$ cat src/rtl/nor_seq_pkg.sv
package nor_seq_pkg;

  localparam int OP_W   = 3;
  localparam int STEP_W = 3;
  localparam int OFF_W  = 12;

  localparam logic [OP_W-1:0] OPC_RDARRAY = 3'd0;
  localparam logic [OP_W-1:0] OPC_IDENT   = 3'd1;
  localparam logic [OP_W-1:0] OPC_PROG    = 3'd2;
  localparam logic [OP_W-1:0] OPC_SECTOR  = 3'd3;
  localparam logic [OP_W-1:0] OPC_CHIP    = 3'd4;
  localparam logic [OP_W-1:0] OPC_QUERY   = 3'd5;
  localparam logic [OP_W-1:0] OPC_LAST    = OPC_QUERY;

  // where a write cycle takes its address and data from
  typedef enum logic [1:0] {
    SRC_CMD      = 2'd0,   // bank + scaled offset, command byte
    SRC_TGT_CMD  = 2'd1,   // target address, command byte
    SRC_TGT_USER = 2'd2    // target address, request data word
  } cyc_src_e;

  typedef struct packed {
    cyc_src_e             src;
    logic [OFF_W-1:0]     off;
    logic [7:0]           code;
    logic                 last;
  } step_t;

  function automatic step_t mk_step(cyc_src_e s, logic [OFF_W-1:0] o,
                                    logic [7:0] c, logic l);
    step_t r;
    r.src  = s;
    r.off  = o;
    r.code = c;
    r.last = l;
    return r;
  endfunction

  function automatic logic op_known(logic [OP_W-1:0] op);
    return op <= OPC_LAST;
  endfunction

  // command offset turned into a byte distance from the bank base
  function automatic logic [OFF_W:0] cmd_span(logic [OFF_W-1:0] off, logic wide);
    return wide ? {off, 1'b0} : {1'b0, off};
  endfunction

  // step table: the index counts the writes already taken
  function automatic step_t step_lookup(logic [OP_W-1:0] op, logic [STEP_W-1:0] idx);
    step_t s;
    s = mk_step(SRC_CMD, 12'h000, 8'hF0, 1'b1);
    if (op == OPC_RDARRAY) begin
      s = mk_step(SRC_CMD, 12'h000, 8'hF0, 1'b1);
    end else if (op == OPC_QUERY) begin
      s = mk_step(SRC_CMD, 12'h055, 8'h98, 1'b1);
    end else begin
      case (idx)
        3'd0: s = mk_step(SRC_CMD, 12'h555, 8'hAA, 1'b0);
        3'd1: s = mk_step(SRC_CMD, 12'h2AA, 8'h55, 1'b0);
        3'd2: begin
          if (op == OPC_IDENT)     s = mk_step(SRC_CMD, 12'h555, 8'h90, 1'b1);
          else if (op == OPC_PROG) s = mk_step(SRC_CMD, 12'h555, 8'hA0, 1'b0);
          else                     s = mk_step(SRC_CMD, 12'h555, 8'h80, 1'b0);
        end
        3'd3: begin
          if (op == OPC_PROG) s = mk_step(SRC_TGT_USER, 12'h000, 8'h00, 1'b1);
          else                s = mk_step(SRC_CMD, 12'h555, 8'hAA, 1'b0);
        end
        3'd4: s = mk_step(SRC_CMD, 12'h2AA, 8'h55, 1'b0);
        default: begin
          if (op == OPC_SECTOR) s = mk_step(SRC_TGT_CMD, 12'h000, 8'h30, 1'b1);
          else                  s = mk_step(SRC_CMD, 12'h555, 8'h10, 1'b1);
        end
      endcase
    end
    return s;
  endfunction

endpackage

$ cat src/rtl/nor_seq_plan.sv
module nor_seq_plan
  import nor_seq_pkg::*;
(
  input  logic [OP_W-1:0]   op,
  input  logic [STEP_W-1:0] idx,
  output cyc_src_e          src,
  output logic [OFF_W-1:0]  off,
  output logic [7:0]        code,
  output logic              last
);

  step_t cur;

  always_comb cur = step_lookup(op, idx);

  assign src  = cur.src;
  assign off  = cur.off;
  assign code = cur.code;
  assign last = cur.last;

endmodule

$ cat src/rtl/nor_seq_addr.sv
module nor_seq_addr
  import nor_seq_pkg::*;
#(
  parameter int AW = 24,
  parameter int DW = 16
) (
  input  logic [AW-1:0]    bank,
  input  logic [AW-1:0]    tgt,
  input  logic [DW-1:0]    user,
  input  logic             wide,
  input  cyc_src_e         src,
  input  logic [OFF_W-1:0] off,
  input  logic [7:0]       code,
  output logic [AW-1:0]    addr,
  output logic [DW-1:0]    data
);

  logic [OFF_W:0] span;
  logic [DW-1:0]  code_ext;

  assign span = cmd_span(off, wide);

  generate
    if (DW > 8) begin : g_code_pad
      assign code_ext = {{(DW-8){1'b0}}, code};
    end else begin : g_code_cut
      assign code_ext = code[DW-1:0];
    end
  endgenerate

  always_comb begin
    addr = (src == SRC_CMD) ? (bank + AW'(span)) : tgt;
    data = (src == SRC_TGT_USER) ? user : code_ext;
  end

endmodule

$ cat src/rtl/nor_seq_fsm.sv
module nor_seq_fsm
  import nor_seq_pkg::*;
(
  input  logic              clk,
  input  logic              rst_n,
  input  logic              req_valid,
  input  logic              req_known,
  input  logic              bus_ack,
  input  logic              step_last,
  output logic              req_ready,
  output logic              accept,
  output logic              busy,
  output logic              fire,
  output logic              done,
  output logic              err,
  output logic [STEP_W-1:0] idx
);

  logic              busy_q;
  logic              done_q;
  logic              err_q;
  logic [STEP_W-1:0] idx_q;

  assign req_ready = !busy_q;
  assign accept    = req_valid && !busy_q;
  assign fire      = busy_q && bus_ack;
  assign busy      = busy_q;
  assign done      = done_q;
  assign err       = err_q;
  assign idx       = idx_q;

  always_ff @(posedge clk) begin
    if (!rst_n) begin
      busy_q <= 1'b0;
      done_q <= 1'b0;
      err_q  <= 1'b0;
      idx_q  <= '0;
    end else begin
      done_q <= 1'b0;
      err_q  <= 1'b0;
      if (accept) begin
        idx_q <= '0;
        if (req_known) begin
          busy_q <= 1'b1;
        end else begin
          done_q <= 1'b1;
          err_q  <= 1'b1;
        end
      end else if (fire) begin
        if (step_last) begin
          busy_q <= 1'b0;
          done_q <= 1'b1;
        end else begin
          idx_q <= idx_q + 1'b1;
        end
      end
    end
  end

endmodule

$ cat src/rtl/nor_cmd_sequencer.sv
module nor_cmd_sequencer
  import nor_seq_pkg::*;
#(
  parameter int AW = 24,
  parameter int DW = 16
) (
  input  logic            clk,
  input  logic            rst_n,
  input  logic            req_valid,
  output logic            req_ready,
  input  logic [2:0]      req_op,
  input  logic [AW-1:0]   req_bank,
  input  logic [AW-1:0]   req_addr,
  input  logic [DW-1:0]   req_data,
  input  logic            wide_mode,
  output logic            bus_valid,
  output logic [AW-1:0]   bus_addr,
  output logic [DW-1:0]   bus_data,
  input  logic            bus_ack,
  output logic            done,
  output logic            err
);

  // request held for the running sequence
  logic [OP_W-1:0] op_q;
  logic [AW-1:0]   bank_q;
  logic [AW-1:0]   tgt_q;
  logic [DW-1:0]   user_q;
  logic            wide_q;

  // named internal events
  logic              req_accept;
  logic              req_known;
  logic              seq_busy;
  logic              step_fire;
  logic              step_last;
  logic [STEP_W-1:0] step_idx;
  cyc_src_e          cur_src;
  logic [OFF_W-1:0]  cur_off;
  logic [7:0]        cur_code;

  assign req_known = op_known(req_op);

  always_ff @(posedge clk) begin
    if (!rst_n) begin
      op_q   <= OPC_RDARRAY;
      bank_q <= '0;
      tgt_q  <= '0;
      user_q <= '0;
      wide_q <= 1'b0;
    end else if (req_accept) begin
      op_q   <= req_op;
      bank_q <= req_bank;
      tgt_q  <= req_addr;
      user_q <= req_data;
      wide_q <= wide_mode;
    end
  end

  nor_seq_fsm u_fsm (
    .clk       (clk),
    .rst_n     (rst_n),
    .req_valid (req_valid),
    .req_known (req_known),
    .bus_ack   (bus_ack),
    .step_last (step_last),
    .req_ready (req_ready),
    .accept    (req_accept),
    .busy      (seq_busy),
    .fire      (step_fire),
    .done      (done),
    .err       (err),
    .idx       (step_idx)
  );

  nor_seq_plan u_plan (
    .op   (op_q),
    .idx  (step_idx),
    .src  (cur_src),
    .off  (cur_off),
    .code (cur_code),
    .last (step_last)
  );

  nor_seq_addr #(.AW(AW), .DW(DW)) u_addr (
    .bank (bank_q),
    .tgt  (tgt_q),
    .user (user_q),
    .wide (wide_q),
    .src  (cur_src),
    .off  (cur_off),
    .code (cur_code),
    .addr (bus_addr),
    .data (bus_data)
  );

  assign bus_valid = seq_busy;

endmodule

$ cat config.mk
export PLATFORM = sky130hd
export DESIGN_NAME = nor_cmd_sequencer
export DESIGN_NICKNAME = d
export VERILOG_FILES = /design/src/rtl/nor_seq_pkg.sv /design/src/rtl/nor_seq_plan.sv /design/src/rtl/nor_seq_addr.sv /design/src/rtl/nor_seq_fsm.sv /design/src/rtl/nor_cmd_sequencer.sv
export SDC_FILE = /design/constraint.sdc
export NUM_CORES = 1
export LEC_CHECK = 0
export ABC_AREA = 0
export BUFFER_PORTS_ARGS = -buffer_cell sky130_fd_sc_hd__buf_2
export CAP_MARGIN = 10
export CELL_PAD_IN_SITES_DETAIL_PLACEMENT = 1
export CELL_PAD_IN_SITES_GLOBAL_PLACEMENT = 2
export CORE_AREA = 8 8 118 120
export CTS_CLUSTER_DIAMETER = 100
export CTS_CLUSTER_SIZE = 20
export DETAILED_ROUTE_END_ITERATION = 16
export DIE_AREA = 0 0 126 128
export PLACE_DENSITY = 0.84
export SLEW_MARGIN = 20
export SYNTH_ARGS = -nofsm -noshare
export SYNTH_HDL_FRONTEND = slang
export SYNTH_SLANG_ARGS = --single-unit
$ cat constraint.sdc
create_clock -name clk -period 11.4 [get_ports clk]
set_clock_uncertainty 0.15 [all_clocks]
set_input_delay 2.85 -clock clk [delete_from_list [all_inputs] [get_ports clk]]
set_output_delay 2.85 -clock clk [all_outputs]
set_load 0.02 [all_outputs]
Word-level counts from Yosys, hierarchy flattened
Index checks and enable logic that the tools add are counted.

Add/subtract/negate cells: 2. Order comparisons: 1. Eq/ne operators: 10. Multiplexer cells: 18. Bitwise operators: 2. Reduce and logical (&&, ||, !) cells: 13.

Operator list (number): 23-bit two-way mux (4); 23-bit case mux with 4 select lines (1); 24-bit by 13-bit adder with 24-bit output (1); 24-bit two-way mux (1); 22-bit two-way mux (1); 16-bit two-way mux (1); 13-bit two-way mux (1); 3-bit by 2-bit equality test with 1-bit output, second input constant (4); 1-bit two-way mux (8); 7-bit two-way mux (1); 3-bit by 1-bit equality test with 1-bit output, second input constant (2); 3-bit equality test, second input constant (2); 3-bit logical NOT (2); 2-bit AND reduction (2); 2-bit nonzero test (2); 2-bit OR reduction (2); 3-bit by 1-bit adder with 3-bit output, second input constant (1); 3-bit less-or-equal comparator, second input constant (1); 3-bit AND reduction (1); 2-bit equality test, second input constant (1); 1-bit logical AND (2); 2-bit logical NOT (1); 2-bit by 1-bit inequality test with 1-bit output, second input constant (1); 1-bit NOT (2); 1-bit logical NOT (1).

Register bits: 74. Word-level logic and storage cells: 55.

Depth between registers and ports, before layout
Depth after elaboration: 9. Gate-level depth with buffers: 18. Mapped depth without buffers: 16.

Modules after synthesis
From an unflattened synthesis, not the netlist that was laid out.

Cells, all modules: 531. Area total of the unflattened synthesis: 4812.1 µm².

By module, submodules not included: nor_cmd_sequencer (times used 1, cells an instance 220, area each 2591.2 µm², seq. area each 1361.3 µm²); nor_seq_addr (times used 1, cells an instance 220, area each 1555.2 µm², seq. area each 0.0 µm²); nor_seq_plan (times used 1, cells an instance 65, area each 414.1 µm², seq. area each 0.0 µm²); nor_seq_fsm (times used 1, cells an instance 26, area each 251.5 µm², seq. area each 120.1 µm²).

Least setup slack after synthesis
Ideal clock, no wire load.

Path kind: register to output. From: reg u_fsm.idx_q[0] (netlist: u_fsm.idx[0]). To: out bus_addr[12]. Arrival: 3.799 ns. Slack: 4.601 ns. Cell stages (with the launch flop): 17. Path buffers: 1. Cells stage by stage: dfxtp_1 -> ha_1 -> ha_1 -> buf_2 -> inv_1 -> o22ai_1 -> nor3_1 -> nor2_1 -> o21ai_0 -> mux2i_1 -> ha_1 -> and4_1 -> a2111oi_2 -> o21a_2 -> nor2_1 -> xnor2_1 -> o21ai_0.

Word-level cells in the longest chain between the ends: 8. Elaborated cells between the ends (all ways): 13. Those cells by class: add/sub: 1; eq/ne: 4; mux: 5; reduce/logical: 3.

RTL lines: from (decl) (RTL line nor_seq_fsm.sv:22) `logic [STEP_W-1:0] idx_q;`; from (signal assigned) (RTL line nor_seq_fsm.sv:54) `idx_q <= idx_q + 1'b1;`; 3-bit by 1-bit equality test with 1-bit output or 3-bit equality test (tied branches) (RTL line nor_seq_pkg.sv:57) `case (idx)`; 2-bit OR reduction (no source line); 23-bit case mux with 4 select lines (*) (RTL line nor_seq_pkg.sv:57); 23-bit two-way mux (*) (RTL line nor_seq_pkg.sv:54) `end else if (op == OPC_QUERY) begin`; 23-bit two-way mux (*) (RTL line nor_seq_pkg.sv:52) `if (op == OPC_RDARRAY) begin`; 13-bit two-way mux (RTL line nor_seq_pkg.sv:45) `return wide ? {off, 1'b0} : {1'b0, off};`; 24-bit by 13-bit adder with 24-bit output (RTL line nor_seq_addr.sv:32) `addr = (src == SRC_CMD) ? (bank + AW'(span)) : tgt;`; 24-bit two-way mux (*) (RTL line nor_seq_addr.sv:32); to (decl) (RTL line nor_cmd_sequencer.sv:17) `output logic [AW-1:0] bus_addr,`.

Mark *: on every way between the ends. The rest lies on a longest branch, timed or not.

Final worst setup path
Same ends and word-level chain as after synthesis.

==> flow_summary.ini <==
[yosys]
share_of_synthesized_registers_carrying_an_async_set_or_reset_pct = 0
ys_warn_count = 0
synth_seq_area_share_pct = 38.0
synth_fp_nets = 523
ys_ff_latch = 74
post_synthesis_instance_area_um2 = 3900
number_of_synthesized_flops_with_an_enable_pin = 0
syn_area_per_cell_um2 = 9.00
synth-main-ff-cell = sky130_fd_sc_hd__dfxtp_1
yosysUniqueCellTypes = 51
post_synth_inst_count = 433

[timing]
slew_headroom_pct = 38.4
timing_worst_slew_pin_value_ns = 0.923
fin_worst_hold_slack_ns = 0.317
finalWorstPathRequiredPeriod_ns = 7.73
timing.final.hold_violations = 0
max_clock_freq_mhz = 129
rsz0062_at_grt = false
min_period_over_period_pct = 67.8
setup_total_negative_slack_ns = 0
final_max_slew_viols = 0
setup_viol_count_final = 0

[clock_tree]
clkTransAtPathRegs_ns = 0.06
cts_repair_resize_count = 0
ctsHoldBuffers = 0
tritoncts_clock_tree = yes
clk_root_buffer_cell = sky130_fd_sc_hd__clkbuf_16
cts.sinks = 74
post_cts.repair.setup_buffers = 0
ctsLongestPathBuffers = 2
cts_htree_levels = 3
cts_made_buffers = 9
worst_skew_pair.late_latency_ns = 0.34

[setup_path]
critical_path.n_buffers_inverters = 2
cp_slowest_stage_delay_ns = 0.50
ordered_list_of_cells_on_the_worst_path = ha_1 -> ha_1 -> inv_1 -> o22ai_1 -> nor2_1 -> o21ai_0 -> o21ai_0 -> mux2i_1 -> ha_1 -> and4_1 -> a2111oi_2 -> o21a_2 -> nor2_1 -> xnor2_1 -> o21ai_0 -> buf_2
critical-path-slowest-cell = sky130_fd_sc_hd__a2111oi_2
critical-path-top-delay-family = compound AO/OA/AOI/OAI gates
criticalPathCategory = flop to output port
critical_path_data_arrival_time_ns = 4.73
worst_setup_path_end_kind = output port
cp_data_required_time_ns = 8.40
start_kind = flop
worstPathMaxFanout = 9

[final_layout]
num-nets-final = 621
antenna-diode-count = 0
final_area_um2 = 4830
num-fill-cells = 1468
stdcell_count = 686
register_area_um2 = 1480
share_of_post_route_cells_with_drive_strength_above_1_pct = 27.2
syn2layout_area_growth_pct = 23.9
multi_input_area_um2 = 2250

[drt]
violation_count_after_the_first_detailed_route_iteration = 176
avgViaCountPerCell = 5.29
met1Wirelength_um = 5490
top_layer_used = met4
ant_nets = 0
num_vias = 3628
wl_per_cell_um = 17.5
iteration_count_of_the_initial_detailed_routing_pass = 4
totalWireLength_um = 12000
wl_met2_um = 5800
drc = 0
wl_met3_um = 534

[die]
io_pins = 116
std_cell_rows = 41
design.die.area_um2 = 16100
chipWidth_um = 126
coreArea_um2 = 12200
initial_utilization_pct = 31.9
die_y_um = 128

[place]
detailed_place_hpwl_um = 8950
gp_routability_congestion = 0.828
io_buffer_count = 115
postPlaceCellArea_um2 = 4540
placed_cells = 670

[global_routing]
number_of_antenna_violations_at_the_first_check_in_global_routing = 0
maximum_number_of_pins_on_one_net_before_global_route_repair = 48
number_of_global_route_vias_before_repair = 3923
grt.overflow.total = 0
grt_pass1_wl_um = 19800
grt_use_total_pct = 15.3

[power]
power_density_nw_per_um2 = 144
cellLeakagePower_nw = 2.22
maximum_ir_drop_on_the_vdd_rail_uv = 69.5

[run]
cap_viol_max_count = 0

[hold_path]
min_path_type = flop to flop

[status]
status = completed
[cell type report]
cell class                      instances  share of cell area, %
Inverter                                9                  0.700
Sequential cell                        74                   30.7
Clock buffer                           14                   5.68
Tap cell                              150                   3.89
Multi-Input combinational cell        320                   46.6
Clock inverter                          2                  0.207
Timing Repair Buffer                  117                   12.2
[power by group]
| part | leakage (nW) | internal [mW] | switching (mW) |
|---|---|---|---|
| clock network | 0.143 | 0.165 | 0.108 |
| logic | 1.47 | 0.0535 | 0.0782 |
| registers | 0.608 | 0.276 | 0.0142 |
[worst register-to-register path: stages, from the launching register on]
cell                       delay [ns]
sky130_fd_sc_hd__dfxtp_1         0.40
sky130_fd_sc_hd__inv_1           0.09
sky130_fd_sc_hd__ha_1            0.24
sky130_fd_sc_hd__nor2b_1         0.18
sky130_fd_sc_hd__o21bai_1        0.14
sky130_fd_sc_hd__a221oi_1        0.14
sky130_fd_sc_hd__nor3_1          0.56
sky130_fd_sc_hd__mux2i_1         0.27
sky130_fd_sc_hd__nor2_1          0.06
[stage by stage]
| step | setup WS [ns] | util (%) | total power [mW] |
|---|---|---|---|
| 6_report | 3.67 | 39.5 | 0.695 |
| 5_1_grt | 3.29 | 39.5 | 0.732 |
| 4_1_cts | 3.69 | 39.5 | 0.708 |
| 3_5_place_dp | 4.07 | 37.2 | 0.429 |
| 3_3_place_gp | 4.29 | 37.2 | 0.426 |
| 2_1_floorplan | 4.60 | - | 0.379 |
[state kept, by name, indices dropped and copies added, names as in the netlist]
signal / cells
op_q: 3
u_fsm.err: 1
wide_q: 1
bank_q: 24
u_fsm.done: 1
u_fsm.busy: 1
u_fsm.idx: 3
user_q: 16
tgt_q: 24
[cell usage in the layout (no fill, tap or decap), types with 10 or more instances in the layout]
| cell type | synthesis | final |
|---|---|---|
| sky130_fd_sc_hd__ha_1 | 17 | 17 |
| sky130_fd_sc_hd__buf_2 | 8 | 115 |
| sky130_fd_sc_hd__xnor2_1 | 10 | 10 |
| sky130_fd_sc_hd__dfxtp_1 | 74 | 74 |
| sky130_fd_sc_hd__o21ai_1 | 11 | 11 |
| sky130_fd_sc_hd__xor2_1 | 12 | 12 |
| sky130_fd_sc_hd__a22o_1 | 67 | 67 |
| sky130_fd_sc_hd__and2_1 | 11 | 10 |
| sky130_fd_sc_hd__o21ai_0 | 26 | 26 |
| sky130_fd_sc_hd__nor2_1 | 25 | 25 |
| sky130_fd_sc_hd__nand2_1 | 40 | 40 |
| sky130_fd_sc_hd__a21oi_1 | 13 | 13 |
[layer usage]
metal / up-vias / GRT usage [%]
met4: 0 / 5.52
met5: - / 0
met1: 1743 / 17.9
met3: 12 / 4.58
met2: 75 / 26.0
li1: 1798 / -
[path summary, 6_finish.rpt]
path                                    from      endpoint  slack [ns]  depth (start not counted)
worst min-delay path              user_q[11]    user_q[11]        0.32                          1
worst max register to register  u_fsm.idx[0]  u_fsm.idx[1]        9.06                          8
worst max-delay path            u_fsm.idx[0]  bus_addr[12]        3.67                         16
worst min register to register    user_q[11]    user_q[11]        0.32                          1
[kinds of logic after synthesis]
logic type / share of synthesized area [%]
adder cells (fa/ha/maj): 5.97
AND/OR/NAND/NOR: 14.4
flip-flops: 38.0
XOR/XNOR: 4.94
multiplexers: 1.35
buffers and inverters: 4.33
AO/OA/AOI/OAI: 31.0
[cell usage after synthesis, drive strengths merged, types with 4 or more instances]
library cell / count / area [um^2]
nand2: 40 / 150
nor3: 9 / 55.1
a21o: 7 / 52.6
o21a: 5 / 38.8
xor2: 12 / 105
and2: 11 / 68.8
clkbuf: 18 / 80.1
a22o: 67 / 587
inv: 9 / 33.8
nor2: 25 / 93.8
and3: 8 / 50.1
a21oi: 13 / 65.1
o21ai: 37 / 185
ha: 17 / 213
buf: 12 / 55.1
dfxtp: 74 / 1480
o31ai: 4 / 30.0
nand3: 9 / 45.0
o22ai: 4 / 25.0
xnor2: 10 / 87.6
nor2b: 4 / 25.0
No activity file was read; power rests on OpenSTA's default activity.
